`config.mk`:
```
export PLATFORM = sky130hd
export DESIGN_NAME = tripCounterBank
export DESIGN_NICKNAME = d
export VERILOG_FILES = /design/src/rtl/tripPkg.sv /design/src/rtl/tripData.sv /design/src/rtl/tripCtrl.sv /design/src/rtl/tripCounterBank.sv
export SDC_FILE = /design/constraint.sdc
export NUM_CORES = 1
export LEC_CHECK = 0
export BUFFER_PORTS_ARGS = -buffer_cell sky130_fd_sc_hd__buf_2
export CAP_MARGIN = 25
export CORE_MARGIN = 1.5
export CORE_UTILIZATION = 60
export DETAILED_ROUTE_END_ITERATION = 7
export HOLD_SLACK_MARGIN = 0.06
export PLACE_DENSITY = 0.81
export SLEW_MARGIN = 10
export SYNTH_ARGS = -nofsm -noshare
export SYNTH_HDL_FRONTEND = slang
export SYNTH_SLANG_ARGS = --single-unit
```
`constraint.sdc`:
```
create_clock -name clk -period 5.9 [get_ports clk]
set_input_delay 0.295 -clock clk [delete_from_list [all_inputs] [get_ports clk]]
set_output_delay 0.295 -clock clk [all_outputs]
set_load 0.05 [all_outputs]
```
`src/rtl/tripPkg.sv`:
```
package tripPkg;
  // Update strobes handed from control to datapath; already gated by trip state.
  typedef struct packed {
    logic vUpd;
    logic fUpd;
  } updStrobe_t;
endpackage

```
`src/rtl/tripData.sv`:
```
module tripData
  import tripPkg::*;
#(
  parameter int VW = 9,
  parameter int FW = 10,
  parameter int NL = 9,
  parameter int THRW = 12,
  parameter int CNTW = 8,
  parameter logic [NL*THRW-1:0] LIM_THR = '0,
  parameter logic [NL*CNTW-1:0] LIM_STEPS = '0,
  parameter logic [NL-1:0] LIM_ABOVE = '0,
  parameter logic [NL-1:0] LIM_ISFREQ = '0
) (
  input  logic          clk,
  input  logic          rstN,
  input  updStrobe_t    strb,
  input  logic [VW-1:0] vVal,
  input  logic [FW-1:0] fVal,
  output logic [NL-1:0] fireVec
);
  localparam logic [CNTW-1:0] CNT_MAX = '1;

  for (genvar i = 0; i < NL; i++) begin : g_lim
    localparam logic [THRW-1:0] THR   = LIM_THR[i*THRW +: THRW];
    localparam logic [CNTW-1:0] STEPS = LIM_STEPS[i*CNTW +: CNTW];

    logic [THRW-1:0] sample;
    logic            upd;
    logic            viol;

    if (LIM_ISFREQ[i]) begin : g_f
      assign sample = THRW'(fVal);
      assign upd    = strb.fUpd;
    end else begin : g_v
      assign sample = THRW'(vVal);
      assign upd    = strb.vUpd;
    end

    if (LIM_ABOVE[i]) begin : g_hi
      assign viol = sample > THR;
    end else begin : g_lo
      assign viol = sample < THR;
    end

    if (STEPS <= 1) begin : g_fast
      assign fireVec[i] = upd & viol;
    end else begin : g_cnt
      logic [CNTW-1:0] cnt;
      logic [CNTW:0]   nextUp;

      assign nextUp     = {1'b0, cnt} + 1'b1;
      assign fireVec[i] = upd & viol & (nextUp >= {1'b0, STEPS});

      always_ff @(posedge clk) begin
        if (!rstN) begin
          cnt <= '0;
        end else if (upd) begin
          if (viol) begin
            if (cnt != CNT_MAX) cnt <= cnt + 1'b1;
          end else begin
            if (cnt != '0) cnt <= cnt - 1'b1;
          end
        end
      end
    end
  end
endmodule

```
`src/rtl/tripCtrl.sv`:
```
module tripCtrl
  import tripPkg::*;
#(
  parameter int NL = 9,
  parameter int CODEW = 4
) (
  input  logic             clk,
  input  logic             rstN,
  input  logic             vStb,
  input  logic             fStb,
  input  logic [NL-1:0]    fireVec,
  output updStrobe_t       strb,
  output logic             tripOut,
  output logic [CODEW-1:0] tripCode
);
  logic [CODEW-1:0] firstIdx;
  logic             anyFire;

  // Once tripped, counters are frozen by withholding the strobes.
  assign strb.vUpd = vStb & ~tripOut;
  assign strb.fUpd = fStb & ~tripOut;
  assign anyFire   = |fireVec;

  // Lowest index wins: scan downward so the last hit seen is the smallest.
  always_comb begin
    firstIdx = '0;
    for (int i = NL - 1; i >= 0; i--) begin
      if (fireVec[i]) firstIdx = CODEW'(i);
    end
  end

  always_ff @(posedge clk) begin
    if (!rstN) begin
      tripOut  <= 1'b0;
      tripCode <= '0;
    end else if (!tripOut && anyFire) begin
      tripOut  <= 1'b1;
      tripCode <= firstIdx;
    end
  end
endmodule

```
`src/rtl/tripCounterBank.sv`:
```
module tripCounterBank
  import tripPkg::*;
#(
  parameter int VW = 9,
  parameter int FW = 10,
  parameter int NL = 9,
  parameter int THRW = 12,
  parameter int CNTW = 8,
  // index 0 sits in the least significant slice
  parameter logic [NL*THRW-1:0] LIM_THR = {12'd570, 12'd595, 12'd605, 12'd630,
                                           12'd30, 12'd60, 12'd104, 12'd132, 12'd144},
  parameter logic [NL*CNTW-1:0] LIM_STEPS = {8'd1, 8'd5, 8'd5, 8'd1,
                                             8'd1, 8'd10, 8'd200, 8'd200, 8'd1},
  parameter logic [NL-1:0] LIM_ABOVE  = 9'b001100011,
  parameter logic [NL-1:0] LIM_ISFREQ = 9'b111100000,
  localparam int CODEW = $clog2(NL)
) (
  input  logic             clk,
  input  logic             rstN,
  input  logic             vStb,
  input  logic [VW-1:0]    vVal,
  input  logic             fStb,
  input  logic [FW-1:0]    fVal,
  output logic             tripOut,
  output logic [CODEW-1:0] tripCode
);
  updStrobe_t    strb;
  logic [NL-1:0] fireVec;

  tripCtrl #(.NL(NL), .CODEW(CODEW)) u_ctrl (
    .clk(clk), .rstN(rstN), .vStb(vStb), .fStb(fStb), .fireVec(fireVec),
    .strb(strb), .tripOut(tripOut), .tripCode(tripCode)
  );

  tripData #(
    .VW(VW), .FW(FW), .NL(NL), .THRW(THRW), .CNTW(CNTW),
    .LIM_THR(LIM_THR), .LIM_STEPS(LIM_STEPS),
    .LIM_ABOVE(LIM_ABOVE), .LIM_ISFREQ(LIM_ISFREQ)
  ) u_data (
    .clk(clk), .rstN(rstN), .strb(strb), .vVal(vVal), .fVal(fVal),
    .fireVec(fireVec)
  );
endmodule

```
==> results of run 1 <==
[cell families (layout without fill, tap and decap cells)]
group | count (synthesis) | count (layout) | synth area share [%]
AO/OA/AOI/OAI | 105 | 105 | 21.1
XOR/XNOR | 32 | 32 | 7.42
adder cells (fa/ha/maj) | 44 | 44 | 15.6
buffers and inverters | 32 | 61 | 3.48
flip-flops | 45 | 45 | 23.9
multiplexers | 27 | 27 | 7.16
AND/OR/NAND/NOR | 159 | 159 | 21.3
[cells in the final DEF, fill, tap and decap left out, types with 3 or more instances in the layout]
cell type and instances:
clkbuf_8 6, o41ai_1 5, nand3_1 18, o21a_1 3
nor3_1 18, xnor2_1 23, mux2i_1 27, a21o_1 6
nor2_1 57, or3_1 3, buf_2 27, inv_1 24
fa_1 5, nand2b_1 4, o211ai_1 6, a31oi_1 5
o21ai_0 9, a211oi_1 5, ha_1 39, nor4_1 3
nor2b_1 3, xor2_1 9, nand2_1 23, o21bai_1 4
a21oi_1 34, nand4_1 7, dfxtp_1 45
[layout make-up]
cell class | instances | area (um^2) | area share [%]
clock buffers | 7 | 86.3 | 2.11
clock inverters | 1 | 30.0 | 0.734
inverters | 25 | 93.8 | 2.29
multi-input cells | 367 | 2740 | 67.1
flip-flops and latches | 45 | 901 | 22.0
well taps | 75 | 93.8 | 2.29
repair buffers | 28 | 143 | 3.49
[metrics by stage]
step                      utilization (%)  setup slack [ps]  hold slack [ps]
after floorplan                         -              3230              436
after global placement               66.3              2950              477
after detailed placement             66.3              2850              485
after CTS                            68.3              3160              274
after global routing                 68.3              2880              291
final                                68.3              3150              285
[power groups by stage]
stage	Clock (uW)	Combinational [uW]	Sequential, uW
5_1_grt	267	1160	544
4_1_cts	255	1030	525
6_report	250	1030	527
3_5_place_dp	0	1020	532
2_1_floorplan	0	845	518
3_3_place_gp	0	987	524
[flip-flops by register name, indices dropped and copies added (netlist names)]
| signal | flops |
|---|---|
| u_data.g_lim.g_cnt.cnt | 40 |
| u_ctrl.tripCode | 4 |
| u_ctrl.tripOut | 1 |
[layer usage]
layer / global-route usage (%) / wire length [um] / vias to the layer above
met2: 43.7 / 3900 / 51
met1: 31.7 / 3580 / 1596
met3: 3.74 / 305 / 9
met5: 0 / 0 / -
li1: - / - / 1687
met4: 7.29 / 91 / 0
[worst reg2reg max path: stages, from the launching register on]
cell and delay, ps:
dfxtp_1 530, inv_1 90, ha_1 320, nor3b_1 200, o2bb2ai_1 100, a211oi_1 300
nor3_1 120, o21a_1 210, o31a_1 270
[path summary, 6_finish.rpt]
path / startpoint / endpoint / slack, ps / cells past startpoint
max: vVal[3] / u_data.g_lim[1].g_cnt.cnt[7] / 3150 / 11
min: rstN / u_data.g_lim[1].g_cnt.cnt[6] / 280 / 3
max reg2reg: u_data.g_lim[3].g_cnt.cnt[0] / u_ctrl.tripCode[0] / 3660 / 8
min reg2reg: u_data.g_lim[1].g_cnt.cnt[4] / u_data.g_lim[1].g_cnt.cnt[4] / 500 / 2
==> impl_results.md, run 1 <==
* Outcome: finished, final reports clean
* Clock Latency Late Sink at ~310 ps
* Synth async-reset ratio at 0%
* Initial antenna violation count at 0
* Top Family by Delay on Critical Path: compound AO/OA/AOI/OAI gates
* Max Freq at approximately 0.36 GHz
* DR pass1 iterations at 5
* CP Launch Type: input pin
* H-tree depth at 2
* Peak VDD IR at approximately 0.00030 V
* Synth-to-Final Area Change at 8.35%
* Most common cell in the netlist: nor2_1
* ANT cells at 0
* DRC Markers at 0
* Initial core utilization at roughly 63%
* Post-CTS setup buffers at 0
* Static leakage at 0.00182 uW
* # clock sinks at between 40 and 50
* Crit path buffers/inverters at 2
* Clock skew at about 7.4 ps
* Min Clock Period, post-route at 2750 ps
* Sw frac at 43.5%
* Max Slew Vio Count at 0
* Top_reg_cell synth: dfxtp_1
* Yosys reg bits at 45
* Die height at a little over 80 um
* Yosys warning total at 0
* Design area at around 4000 um^2
* Vias at 3,343
* Syn Inst Count at 444
* Die X at ~80 um
* Largest net degree at the start of global routing at 25
* Die ar. at slightly below 7000 um^2
* Part of the power in registers at between 20% and 30%
* Drt initial violations at between 100 and 150
* Layout cells sized above 1 at between 10% and 20%
* First-pass GRT wire length at around 13,000 um
* Hold Vio Cnt, Final at 0
* Final setup violation count at 0
* RSZ-0062 raised after global routing: false
* Slowest CP cell: or4_1
* Tcrit/Tclk final at 46.7%
* Yosys top cell area share at a little under a quarter
* Via density per instance at roughly 6.1
* Int Pwr at ~1000 uW
* Port buffer count at 27
* Number of gates resized after CTS at 0
* Slew margin rel. at 51.7%
* Wirelength per Cell at approximately 14 um
* Synth top area cells: dfxtp_1 24%, ha_1 13%, mux2i_1 7.2%, nor2_1 5.7%, xnor2_1 5.3%
* CTS tree: done
* CP required at 6140 ps
* Clock Root Buffer: clkbuf_8
* FILL cells at between 500 and 600
* Clk slew on worst S/H paths at ~80 ps
* FP Rows at 28
* Syn_nets at between 500 and 600
* Cells along the critical path: buf_2 -> o41ai_1 -> nand3b_2 -> inv_1 -> ha_1 -> a21oi_2 -> o21ai_1 -> a2111oi_2 -> nor3_1 -> or4_1 -> a21oi_1
* Vias in the first global route at approximately 3,100
* Clock Path Buffers at 2
* Actual slew at the worst max-slew pin at just over 700 ps
* GP Congestion at just over 0.8
* Dpl hpwl at between 5000 and 6000 um
* CTS Buf Count at 5
* Setup_tns at 0 ps
* Routed Antenna Nets at 0
* Pwr/cell area at between 400 and 500 nW/um^2
* Syn avg cell area at 8.50 um^2
* Final WL at just under 8000 um
* Seq/Total Area, Yosys at 23.9%
* Gr usage total at about a quarter
* Final layout net count at approximately 540
* Clock share of power at 13.8%
* Crit-path max cell delay at between 400 and 500 ps
* Psw at between 700 and 800 uW
* CP Capture Type: flop
* Max cap viols at 0
* Logic gate share of total power at a little under three fifths
* Cts hold-fix bufs at 0
* Synth area leader: dfxtp_1
* Synth top cells by count: 57 x nor2_1, 45 x dfxtp_1, 39 x ha_1
* Crit Path Class: in2reg
* Layout Cells excl Fill at roughly 550
* Mapped cell area at 3770 um^2
* Unique cell type count in the Yosys netlist at 70
* Grt ovf at 0
* Core Area at around 6000 um^2
* Post-synth EDFFs at 0
* DP Cell Count at 540
* Crit-path max FO at 7
* Min-Delay Path Class: in2reg
* # IOs at 28
* Power, Total at 1810 uW
* Post-DP Area at 3970 um^2
* Worst path arrival time at 2990 ps
Note: power is estimated with default switching activity, not from simulation.
==> inputs of run 2 (changes only) <==
CORE_UTILIZATION = 55   (was 60)
PLACE_DENSITY = 0.78   (was 0.81)
clock period = 2.5 ns   (was 5.9 ns; I/O delays follow)
==> run 2 against run 1 <==
Against the previous run: power is 140% higher; clock skew barely moved; design area increased by 4.5%; critical endpoint is now u_data.g_lim[6].g_cnt.cnt[7]; critical path type unchanged; utilization decreased by 4.6 points.
==> impl_results.md, run 2 (synthesis results as in run 1) <==
* DRC Markers at 0 (unchanged)
* Die X at 85.8 um (+4.3%)
* Max reg flops at 40 (unchanged)
* Worst path arrival time at 2430 ps (-560 ps)
* Post-CTS setup buffers at 0 (unchanged)
* CP Capture Type: flop
* Min-Delay Path Class: in2reg
* Outcome: finished, final reports clean
* Die height at 85.8 um (+4.3%)
* Initial core utilization at 56.2% (-6.8 points)
* Peak VDD IR at 0.000736 V (+140%)
* Pwr/cell area at 1020 nW/um^2 (+130%)
* CP required at 2660 ps (-3480 ps)
* Crit-path max FO at 7 (unchanged)
* Slew margin rel. at 49.2% (-2.5 points)
* Reg2Reg Depth at 8 (unchanged)
* Area of the multi-input gates at 2750 um^2 (+0.18%)
* H-tree depth at 2 (unchanged)
* Clock Root Buffer: clkbuf_8
* Number of gates resized after CTS at 0 (unchanged)
* Core Area at 6720 um^2 (+12%)
* Drt initial violations at 119 (-7.0%)
* Max Slew Vio Count at 0 (unchanged)
* Max cap viols at 0 (unchanged)
* # clock sinks at 45 (unchanged)
* Hold Vio Cnt, Final at 0 (unchanged)
* Util after Layout at 63.6% (-4.6 points)
* Initial antenna violation count at 0 (unchanged)
* Largest net degree at the start of global routing at 25 (unchanged)
* Reg area at 902 um^2 (+0.14%)
* Final layout net count at 562 (+4.3%)
* Static leakage at 0.00193 uW (+6.1%)
* Largest Register: u_data.g_lim.g_cnt.cnt
* Critical Path Source: fVal[5]
* Clock skew at 6.92 ps (-0.480 ps)
* Wirelength per Cell at 14.5 um (+0.90%)
* Via density per instance at 5.93 (-2.7%)
* Die ar. at 7370 um^2 (+8.7%)
* Final setup violation count at 0 (unchanged)
* Gr usage total at 23.7% (-1.4 points)
* Most common cell after layout, fill and taps aside: nor2_1
* DR pass1 iterations at 4 (-1)
* Final WL at 8350 um (+6.1%)
* Cts hold-fix bufs at 0 (unchanged)
* Max Freq at 0.441 GHz
* DP Cell Count at 568 (+5.2%)
* Vias at 3,418 (+2.2%)
* ANT cells at 0 (unchanged)
* Actual slew at the worst max-slew pin at 761 ps (+37.6 ps)
* Clk slew on worst S/H paths at 80 ps (about the same)
* GP Congestion at 0.839 (+2.8%)
* FP Rows at 30 (+7.1%)
* FILL cells at 584 (+13%)
* Largest regs: u_data.g_lim.g_cnt.cnt x40, u_ctrl.tripCode x4, u_ctrl.tripOut x1
* Post-DP Area at 4150 um^2 (+4.5%)
* Cell count of the worst hold path at 3 (unchanged)
* # IOs at 28 (unchanged)
* CTS Buf Count at 5 (unchanged)
* Most frequent cells in the layout: 57 x nor2_1, 44 x dfxtp_1, 39 x ha_1
* Min Clock Period, post-route at ~2300 ps
* Clock Latency Late Sink at 300 ps (about the same)
* Routed Antenna Nets at 0 (unchanged)
* Synth-to-Final Area Change at 13.3%
* Layout Cells excl Fill at 576 (+5.1%)
* Dpl hpwl at 6560 um (+9.6%)
* CP Launch Type: input pin
* Grt ovf at 0 (unchanged)
* Crit Path Class: in2reg
* Reg2reg end: u_ctrl.tripCode[0]
* Port buffer count at 27 (unchanged)
* R2r setup slk at 250 ps (-3410 ps)
* First-pass GRT wire length at 14,400 um (+7.7%)
* Power, Total at 4360 uW (+140%)
* Layout cells sized above 1 at 17.1% (+4.7 points)
* CTS tree: done
* Worst setup path endpoint: u_data.g_lim[6].g_cnt.cnt[7]
* Reg2Reg Launch Point: u_data.g_lim[3].g_cnt.cnt[1]
* Vias in the first global route at 3,317 (+7.0%)
* Tcrit/Tclk final at ~91%
* RSZ-0062 raised after global routing: false
* Clock Path Buffers at 2 (unchanged)
* Design area at 4280 um^2 (+4.5%)
[run 2: cell type report]
type,count,area share [%]
multi-input combinational,367,64.3
sequential,45,21.1
timing repair buffer,51,7.37
tap,80,2.34
inverter,25,2.19
clock buffer,7,2.02
clock inverter,1,0.702
[run 2: worst min-delay path by stage]
| stage | startpoint | end | slack [ps] |
|---|---|---|---|
| finish | rstN | u_data.g_lim[1].g_cnt.cnt[6] | 140 |
| global route | rstN | u_data.g_lim[1].g_cnt.cnt[6] | 150 |
| CTS | rstN | u_data.g_lim[1].g_cnt.cnt[6] | 130 |
| detailed placement | rstN | u_data.g_lim[1].g_cnt.cnt[6] | 430 |
| global placement | rstN | u_data.g_lim[1].g_cnt.cnt[6] | 430 |
| floorplan | rstN | u_data.g_lim[1].g_cnt.cnt[6] | 270 |
[run 2: stage by stage]
| stage | setup WS (ps) | hold WS [ps] | TNS [ps] |
|---|---|---|---|
| after floorplan | 72.1 | 266 | 0 |
| after CTS | 96.5 | 128 | 0 |
| after global routing | 20.0 | 146 | 0 |
| after detailed placement | -92.8 | 433 | -201 |
| after global placement | -28.5 | 431 | -28.5 |
| final | 231 | 140 | 0 |
[run 2: metal layers]
| layer | wire [um] | part of all wire [%] | up-vias | GRT usage [%] |
|---|---|---|---|---|
| met5 | 0 | 0 | - | 0 |
| li1 | - | - | 1737 | - |
| met2 | 4130 | 49 | 55 | 43.0 |
| met1 | 3800 | 46 | 1613 | 29.0 |
| met3 | 291 | 3.5 | 13 | 3.56 |
| met4 | 130 | 1.6 | 0 | 6.45 |
[run 2: power breakdown]
part / internal [uW] / switching (uW) / total (uW)
registers: 939 / 312 / 1250
logic: 1220 / 1330 / 2540
clock network: 326 / 242 / 568
total: 2480 / 1880 / 4360
[run 2: worst max-delay path, cell delays in order]
cell	delay [ps]
buf_2	110
a211o_1	330
o2bb2ai_2	150
inv_2	130
ha_1	250
a21oi_1	200
o211ai_1	150
o41ai_1	490
mux2i_1	290
xor2_1	170
nor2_1	50
